**config.mk**
```make
export PLATFORM = sky130hd
export DESIGN_NAME = smi_irq_unit
export DESIGN_NICKNAME = d
export VERILOG_FILES = /design/src/rtl/smi_pkg.sv /design/src/rtl/smi_sync.sv /design/src/rtl/smi_chan.sv /design/src/rtl/smi_regs.sv /design/src/rtl/smi_irq_unit.sv
export SDC_FILE = /design/constraint.sdc
export NUM_CORES = 1
export LEC_CHECK = 0
export BUFFER_PORTS_ARGS = -buffer_cell sky130_fd_sc_hd__buf_2
export CAP_MARGIN = 20
export CORE_MARGIN = 1.5
export CORE_UTILIZATION = 45
export CTS_BUF_LIST = sky130_fd_sc_hd__clkbuf_8
export DETAILED_ROUTE_END_ITERATION = 12
export HOLD_SLACK_MARGIN = 0.15
export MAX_ROUTING_LAYER = met4
export PLACE_DENSITY_LB_ADDON = 0.1
export REMOVE_ABC_BUFFERS = 1
export SYNTH_ARGS = -nofsm -noshare
export SYNTH_HDL_FRONTEND = slang
export SYNTH_SLANG_ARGS = --single-unit
```
**constraint.sdc**
```tcl
create_clock -name clk -period 1.7 [get_ports clk]
set_clock_uncertainty 0.15 [all_clocks]
set_input_delay 0.085 -clock clk [delete_from_list [all_inputs] [get_ports clk]]
set_output_delay 0.085 -clock clk [all_outputs]
set_load 0.02 [all_outputs]
```
**src/rtl/smi_pkg.sv**
```systemverilog
package smi_pkg;
    localparam int ADDR_W = 12;

    localparam logic [ADDR_W-1:0] OFS_ENABLE = 12'h830;
    localparam logic [ADDR_W-1:0] OFS_MASK   = 12'h834;
    localparam logic [ADDR_W-1:0] OFS_TYPE   = 12'h838;
    localparam logic [ADDR_W-1:0] OFS_POL    = 12'h83C;
    localparam logic [ADDR_W-1:0] OFS_MSTAT  = 12'h840;
    localparam logic [ADDR_W-1:0] OFS_RSTAT  = 12'h844;
    localparam logic [ADDR_W-1:0] OFS_EOI    = 12'h84C;
    localparam logic [ADDR_W-1:0] OFS_PORT   = 12'h850;

    typedef enum logic {
        CH_IDLE = 1'b0,
        CH_PEND = 1'b1
    } chan_state_e;
endpackage

```
**src/rtl/smi_sync.sv**
```systemverilog
module smi_sync #(
    parameter int WIDTH  = 12,
    parameter int STAGES = 2
) (
    input  logic             clk,
    input  logic             rst_n,
    input  logic [WIDTH-1:0] async_i,
    output logic [WIDTH-1:0] sync_o
);
    logic [WIDTH-1:0] stage_q [STAGES];

    for (genvar g = 0; g < STAGES; g++) begin : g_stage
        if (g == 0) begin : g_first
            always_ff @(posedge clk or negedge rst_n) begin
                if (!rst_n) stage_q[g] <= '0;
                else        stage_q[g] <= async_i;
            end
        end else begin : g_next
            always_ff @(posedge clk or negedge rst_n) begin
                if (!rst_n) stage_q[g] <= '0;
                else        stage_q[g] <= stage_q[g-1];
            end
        end
    end

    assign sync_o = stage_q[STAGES-1];
endmodule

```
**src/rtl/smi_chan.sv**
```systemverilog
module smi_chan
    import smi_pkg::*;
(
    input  logic clk,
    input  logic rst_n,
    input  logic live_i,
    input  logic edge_type_i,
    input  logic pol_i,
    input  logic eoi_i,
    output logic raw_o
);
    chan_state_e state_q, state_d;
    logic        prev_q;
    logic        edge_hit;

    always_ff @(posedge clk or negedge rst_n) begin
        if (!rst_n) prev_q <= 1'b0;
        else        prev_q <= live_i;
    end

    assign edge_hit = edge_type_i &
                      (pol_i ? (live_i & ~prev_q) : (~live_i & prev_q));

    always_ff @(posedge clk or negedge rst_n) begin
        if (!rst_n) state_q <= CH_IDLE;
        else        state_q <= state_d;
    end

    always_comb begin
        state_d = state_q;
        unique case (state_q)
            CH_IDLE: if (edge_hit) state_d = CH_PEND;
            CH_PEND: begin
                if (!edge_type_i)            state_d = CH_IDLE;
                else if (eoi_i && !edge_hit) state_d = CH_IDLE;
            end
            default: state_d = CH_IDLE;
        endcase
    end

    always_comb begin
        if (edge_type_i) raw_o = (state_q == CH_PEND);
        else             raw_o = pol_i ? live_i : ~live_i;
    end


    rise_latch_chk: assert property (@(posedge clk) disable iff (!rst_n)
        (edge_type_i && pol_i && $rose(live_i)) |=> (state_q == CH_PEND));


    eoi_collide_chk: assert property (@(posedge clk) disable iff (!rst_n)
        (edge_hit && eoi_i) |=> (state_q == CH_PEND));


    level_drop_chk: assert property (@(posedge clk) disable iff (!rst_n)
        (!edge_type_i) |=> (state_q == CH_IDLE));
endmodule

```
**src/rtl/smi_regs.sv**
```systemverilog
module smi_regs
    import smi_pkg::*;
#(
    parameter int N_MON  = 12,
    parameter int DATA_W = 32
) (
    input  logic              clk,
    input  logic              rst_n,
    input  logic              wr_en_i,
    input  logic [ADDR_W-1:0] wr_addr_i,
    input  logic [N_MON-1:0]  wr_data_i,
    input  logic [ADDR_W-1:0] rd_addr_i,
    input  logic [N_MON-1:0]  raw_i,
    input  logic [N_MON-1:0]  masked_i,
    input  logic [N_MON-1:0]  live_i,
    output logic [N_MON-1:0]  en_o,
    output logic [N_MON-1:0]  msk_o,
    output logic [N_MON-1:0]  typ_o,
    output logic [N_MON-1:0]  pol_o,
    output logic [N_MON-1:0]  eoi_o,
    output logic [DATA_W-1:0] rd_data_o
);
    localparam int PAD = DATA_W - N_MON;

    logic [N_MON-1:0] en_q, msk_q, typ_q, pol_q;
    logic [N_MON-1:0] rd_sel;

    always_ff @(posedge clk or negedge rst_n) begin
        if (!rst_n) begin
            en_q  <= '0;
            msk_q <= '0;
            typ_q <= '0;
            pol_q <= '0;
        end else if (wr_en_i) begin
            if (wr_addr_i == OFS_ENABLE) en_q  <= wr_data_i;
            if (wr_addr_i == OFS_MASK)   msk_q <= wr_data_i;
            if (wr_addr_i == OFS_TYPE)   typ_q <= wr_data_i;
            if (wr_addr_i == OFS_POL)    pol_q <= wr_data_i;
        end
    end

    assign eoi_o = (wr_en_i && wr_addr_i == OFS_EOI) ? wr_data_i : '0;

    always_comb begin
        case (rd_addr_i)
            OFS_ENABLE: rd_sel = en_q;
            OFS_MASK:   rd_sel = msk_q;
            OFS_TYPE:   rd_sel = typ_q;
            OFS_POL:    rd_sel = pol_q;
            OFS_MSTAT:  rd_sel = masked_i;
            OFS_RSTAT:  rd_sel = raw_i;
            OFS_PORT:   rd_sel = live_i;
            default:    rd_sel = '0;
        endcase
    end

    assign rd_data_o = {{PAD{1'b0}}, rd_sel};
    assign en_o  = en_q;
    assign msk_o = msk_q;
    assign typ_o = typ_q;
    assign pol_o = pol_q;


    en_write_chk: assert property (@(posedge clk) disable iff (!rst_n)
        (wr_en_i && wr_addr_i == OFS_ENABLE) |=> (en_o == $past(wr_data_i)));
endmodule

```
**src/rtl/smi_irq_unit.sv**
```systemverilog
module smi_irq_unit
    import smi_pkg::*;
#(
    parameter int N_MON       = 12,
    parameter int DATA_W      = 32,
    parameter int SYNC_STAGES = 2
) (
    input  logic              clk,
    input  logic              rst_n,
    input  logic [N_MON-1:0]  mon_i,
    input  logic              wr_en_i,
    input  logic [ADDR_W-1:0] wr_addr_i,
    input  logic [N_MON-1:0]  wr_data_i,
    input  logic [ADDR_W-1:0] rd_addr_i,
    output logic [DATA_W-1:0] rd_data_o,
    output logic              irq_o
);
    logic [N_MON-1:0] live, raw, masked;
    logic [N_MON-1:0] en, msk, typ, pol, eoi;

    smi_sync #(.WIDTH(N_MON), .STAGES(SYNC_STAGES)) u_sync (
        .clk     (clk),
        .rst_n   (rst_n),
        .async_i (mon_i),
        .sync_o  (live)
    );

    for (genvar i = 0; i < N_MON; i++) begin : g_chan
        smi_chan u_chan (
            .clk         (clk),
            .rst_n       (rst_n),
            .live_i      (live[i]),
            .edge_type_i (typ[i]),
            .pol_i       (pol[i]),
            .eoi_i       (eoi[i]),
            .raw_o       (raw[i])
        );
    end

    assign masked = raw & en & ~msk;
    assign irq_o  = |masked;

    smi_regs #(.N_MON(N_MON), .DATA_W(DATA_W)) u_regs (
        .clk       (clk),
        .rst_n     (rst_n),
        .wr_en_i   (wr_en_i),
        .wr_addr_i (wr_addr_i),
        .wr_data_i (wr_data_i),
        .rd_addr_i (rd_addr_i),
        .raw_i     (raw),
        .masked_i  (masked),
        .live_i    (live),
        .en_o      (en),
        .msk_o     (msk),
        .typ_o     (typ),
        .pol_o     (pol),
        .eoi_o     (eoi),
        .rd_data_o (rd_data_o)
    );


    irq_gate_chk: assert property (@(posedge clk) disable iff (!rst_n)
        (en == '0) |-> !irq_o);


    masked_sub_chk: assert property (@(posedge clk) disable iff (!rst_n)
        (masked & (msk | ~en)) == '0);
endmodule

```
# Word level (Yosys, flattened, before mapping)
# Index checks and enable logic that the tools add are counted.
# word_totals
ff_bits	96
latchBits	0
ram_bits	0
mem_bits_ro	0
input_bits	51
memories	0
# classes
add_sub_neg	0
n_mul	0
div_mod_pow	0
magnitude_cmp	0
eq_ne	12
shifts	0
n_mux	86
bitwise	75
n_reduce_logical	30
# ops
operator	count
12-bit equality test, second input constant	12
12-bit one-hot mux with 7 select lines	1
1-bit 2-to-1 mux	72
1-bit bitwise AND	36
1-bit NOT	36
12-bit bitwise AND	2
1-bit one-hot mux with 2 select lines	12
1-bit logical AND	13
1-bit zero test	12
12-bit 2-to-1 mux	1
12-bit NOT	1
12-bit OR reduction	1
2-bit AND reduction	4

# Logic depth before layout (Yosys ltp)
# depth
depth_word	9
depth_mapped	6
depth_no_buf	4

# Hierarchy
# From an unflattened synthesis, not the netlist that was laid out.
# hier_totals
cells_unflattened	420
hier_area_um2	4992.3
# by_module_without_submodules
module	n_inst	cells_each	area_per_inst_um2	seq_area_each_um2
smi_regs	1	247	2959.1	1201.2
smi_chan	12	9	98.8	50.0
smi_sync	1	36	690.7	600.6
smi_irq_unit	1	29	156.4	0.0

# Worst setup path before layout
# Ideal clock, no wire load.
# synth_timing
kind	input to output
startpoint	in rd_addr_i[9]
endpoint	out rd_data_o[6]
arrival_time_ns	1.673
required_ns	1.465
path_slack_ns	-0.208
stages	4
path_buffers	0
path_cell_list	or4b_4 nor4_4 nand2_2 o21ai_0
# synth_via
elab_chain_len	2
elab_cells_between_ends	8
classes_between	eq/ne (7); mux (1)
# synth_lines
element	line	rtl
start, declared	smi_irq_unit.sv:14	input logic [ADDR_W-1:0] rd_addr_i,
12-bit equality test	smi_regs.sv:45	case (rd_addr_i)
12-bit one-hot mux with 7 select lines *	smi_regs.sv:45	
end, declared	smi_irq_unit.sv:15	output logic [DATA_W-1:0] rd_data_o,
# Mark *: on every way between the ends. The rest lies on a longest branch, timed or not.

# Final worst setup path
# layout_timing
startpoint	reg u_sync.stage_q (netlist bit u_sync.sync_o[1])
endpoint	out rd_data_o[1]
# layout_via
elab_chain_len	6
# layout_lines
element	line	rtl
start, declared	smi_sync.sv:10	logic [WIDTH-1:0] stage_q [STAGES];
start signal, assigned by index	smi_sync.sv:21	else stage_q[g] <= stage_q[g-1];
1-bit NOT	smi_chan.sv:43	else raw_o = pol_i ? live_i : ~live_i;
1-bit 2-to-1 mux	smi_chan.sv:43	
1-bit 2-to-1 mux	smi_chan.sv:42	if (edge_type_i) raw_o = (state_q == CH_PEND);
12-bit bitwise AND (2 in series)	smi_irq_unit.sv:40	assign masked = raw & en & ~msk;
12-bit one-hot mux with 7 select lines *	smi_regs.sv:45	
# Marked as above.

==> flow_metrics.tcl <==
set metrics [dict create \
    status "finished, violations left" \
    violations "setup timing" \
    io_buffers 63 \
    timing.hold.ws_ns 0.181 \
    maxCapViolCount 0 \
    synth-edff-count 0 \
    start_kind "flip-flop" \
    ys_warn_count 0 \
    crit_start "u_sync.sync_o[1]" \
    synthFlopType "dfrtp_1" \
    boundaryPins 84 \
    async_reset_ff_share_pct 100 \
    cts_tree "done" \
    cp-end-kind "output port" \
    yosysUniqueCellTypes 54 \
    worst-r2r-cell-count 5 \
    clk_path_buf_depth 2 \
    clockRootBuffer "clkbuf_8" \
    setup_viol 13 \
    vdd_drop_max_mv 0.562 \
    rsz0062_at_grt "yes" \
    drv_slew 0 \
    antennaDiodeCount 0 \
    muxShareOfSynthArea_pct 16.8 \
    p_leak_nw 3.13 \
    tightest_slew_ns 0.819 \
    synthAdderAreaFrac_pct 0 \
    start_util_pct 46.8 \
    synth-seq-cells 96 \
    drt-total-wl_um 12300 \
    layout_setup_ws_ns -0.452 \
    syn_area_mm2 0.00487 \
    wl_per_cell_um 16.7 \
    gp_congestion 0.832 \
    grt_max_degree 37 \
    num-fill-cells 848 \
    antenna_found_initial 0 \
    syn_area_per_cell_um2 11.3 \
    nNetsFinal 650 \
    grt_pass1_vias 3949 \
    layout_common_cells "dfrtp_1, buf_4, mux2_2, buf_2, nand2_1" \
    grt_pass1_wl_um 19700 \
    met1_usage_pct 29.8 \
    vias 3933 \
    min_period_ns 2.15 \
    busiest_layer "met2" \
    relSlewSlack_pct 45.4 \
    layout_commonest_cell "dfrtp_1" \
    ys_seq_area_share_pct 49.3 \
    p_per_area_mw_per_mm2 658 \
    vias_per_cell 5.31 \
    synth_cells 431 \
    drc 0 \
    synth_top_family_by_area "multiplexers" \
    drtIter0Drc 188 \
    rows 37 \
    core-area_mm2 0.0104 \
    synth_simple_gate_area_share_pct 13.5 \
    synth-xor-area-share_pct 1.98 \
    required_ns 1.46 \
    max_freq_ghz 0.465 \
    rr_startpoint "u_regs.pol_o[9]" \
    use_met3_pct 5.65 \
    hp-start "mon_i[9]" \
    dp_hpwl_um 8360 \
    ant_nets 0 \
    holdCritPathClass "primary input to flip-flop" \
    grt_overflow_total 0 \
    cp_max_fo 2 \
    regArea_mm2 0.00241 \
    cts_sinks 96 \
    dp_worst_setup_slack_ns -0.366 \
    worst_ep_arrival_time_ns 1.92 \
    synth_compound_area_share_pct 12.5 \
    tns_ns -4.16 \
    drive_above_1_share_pct 42.2 \
    area_delta_synth_final_pct 36.2 \
    clkTransAtPathRegs_ns 0.10 \
    h-tree-depth 3 \
    drtPass1Iterations 4 \
    die_y_um 107 \
    met2_usage_pct 37.8 \
    hold_viol_final 0 \
    die_area_mm2 0.0115 \
    insertion_delay_ns 0.38 \
    worst-setup-path-type "flip-flop to output port" \
    whs_path_depth 2 \
    die_w_um 107 \
    grt_usage_pct 23.6 \
    multi_input_comb_area_mm2 0.00245 \
    cts_buffers 9 \
    post-route-period-util_pct 127 \
]
==> area by class of cell <==
type / instances / share of cell area, %
Multi-Input combinational cell: 301 / 36.9
Sequential cell: 96 / 36.2
Timing Repair Buffer: 171 / 20.1
Tap cell: 136 / 2.56
Clock buffer: 9 / 1.87
Clock inverter: 7 / 1.23
Inverter: 20 / 1.13
==> worst max-delay path: stages, from the launching register on <==
cell,delay [ns]
dfrtp_1,0.40
xor2_1,0.18
a2111o_1,0.40
o21a_1,0.19
o221ai_2,0.17
buf_4,0.18
==> flip-flops by register name, summed over array words and instances (netlist names) <==
register	cells
g_chan.u_chan.prev_q	12
g_chan.u_chan.state_q	12
u_regs.en_o	12
u_regs.msk_o	12
u_regs.pol_o	12
u_regs.typ_o	12
u_sync.stage_q	12
u_sync.sync_o	12
==> metal layers <==
layer	vias up	part of all wire, %
met4	0	1.5
met2	124	49
met1	1932	45
met5	-	0
li1	1867	-
met3	10	5.2
==> cells by family after synthesis <==
logic type | Yosys count
AOI/OAI and AO/OA | 88
xor gates and xnor gates | 11
buffers and inverters | 53
DFF | 96
muxes | 62
other | 1
and+or+nand+nor | 120
==> repair_timing <==
action / in CTS / in global routing
endpoints found under the setup margin: 13 / 25
gates resized for setup: 49 / 19
pin swaps: 28 / 13
setup buffers: 18 / 7
hold buffers: 29 / 0
endpoints found under the hold margin: 168 / 0
==> per-stage QoR <==
stage	power (mW)	cells	util, %	area (um^2)
4_1_cts	4.42	733	62.5	6510
5_1_grt	4.57	740	63.7	6640
3_5_place_dp	2.77	670	54.6	5690
6_report	4.37	740	63.7	6640
3_3_place_gp	2.76	670	54.6	5690
2_1_floorplan	2.54	417	-	4730
==> report_power, final <==
group | total (mW) | switching [mW] | internal (mW)
Sequential | 2.36 | 0.0272 | 2.33
Clock | 1.56 | 0.856 | 0.700
Combinational | 0.454 | 0.246 | 0.208
==> worst paths after layout <==
kind	slack, ns	end
setup / recovery	-0.45	rd_data_o[1]
hold / removal	0.18	u_sync.stage_q[21]
setup reg to reg	0.42	g_chan[9].u_chan.state_q
hold reg to reg	0.20	u_sync.sync_o[1]
max in group asynchronous	0.30	u_regs.typ_o[6]
min in group asynchronous	0.34	u_sync.stage_q[22]
==> Yosys cell counts (all sizes together) (4+ instances only) <==
cell    instances  area (um^2)
a211oi          5         37.5
a21oi           5         25.0
a31oi          13         81.3
buf            27          188
clkbuf          6         22.5
dfrtp          96         2400
inv            20         75.1
mux2           49          552
mux4           11          248
nand2          45          174
nand2b          8         50.1
nand3b          4         30.0
nand4b          4         35.0
nor2           17         63.8
nor2b           4         25.0
nor3            9         45.0
nor3b           4         35.0
nor4            4         40.0
o21a           18          135
o21ai          20          100
o221ai          7         61.3
xor2           11         96.3
Power figures use the tool's default switching activity.
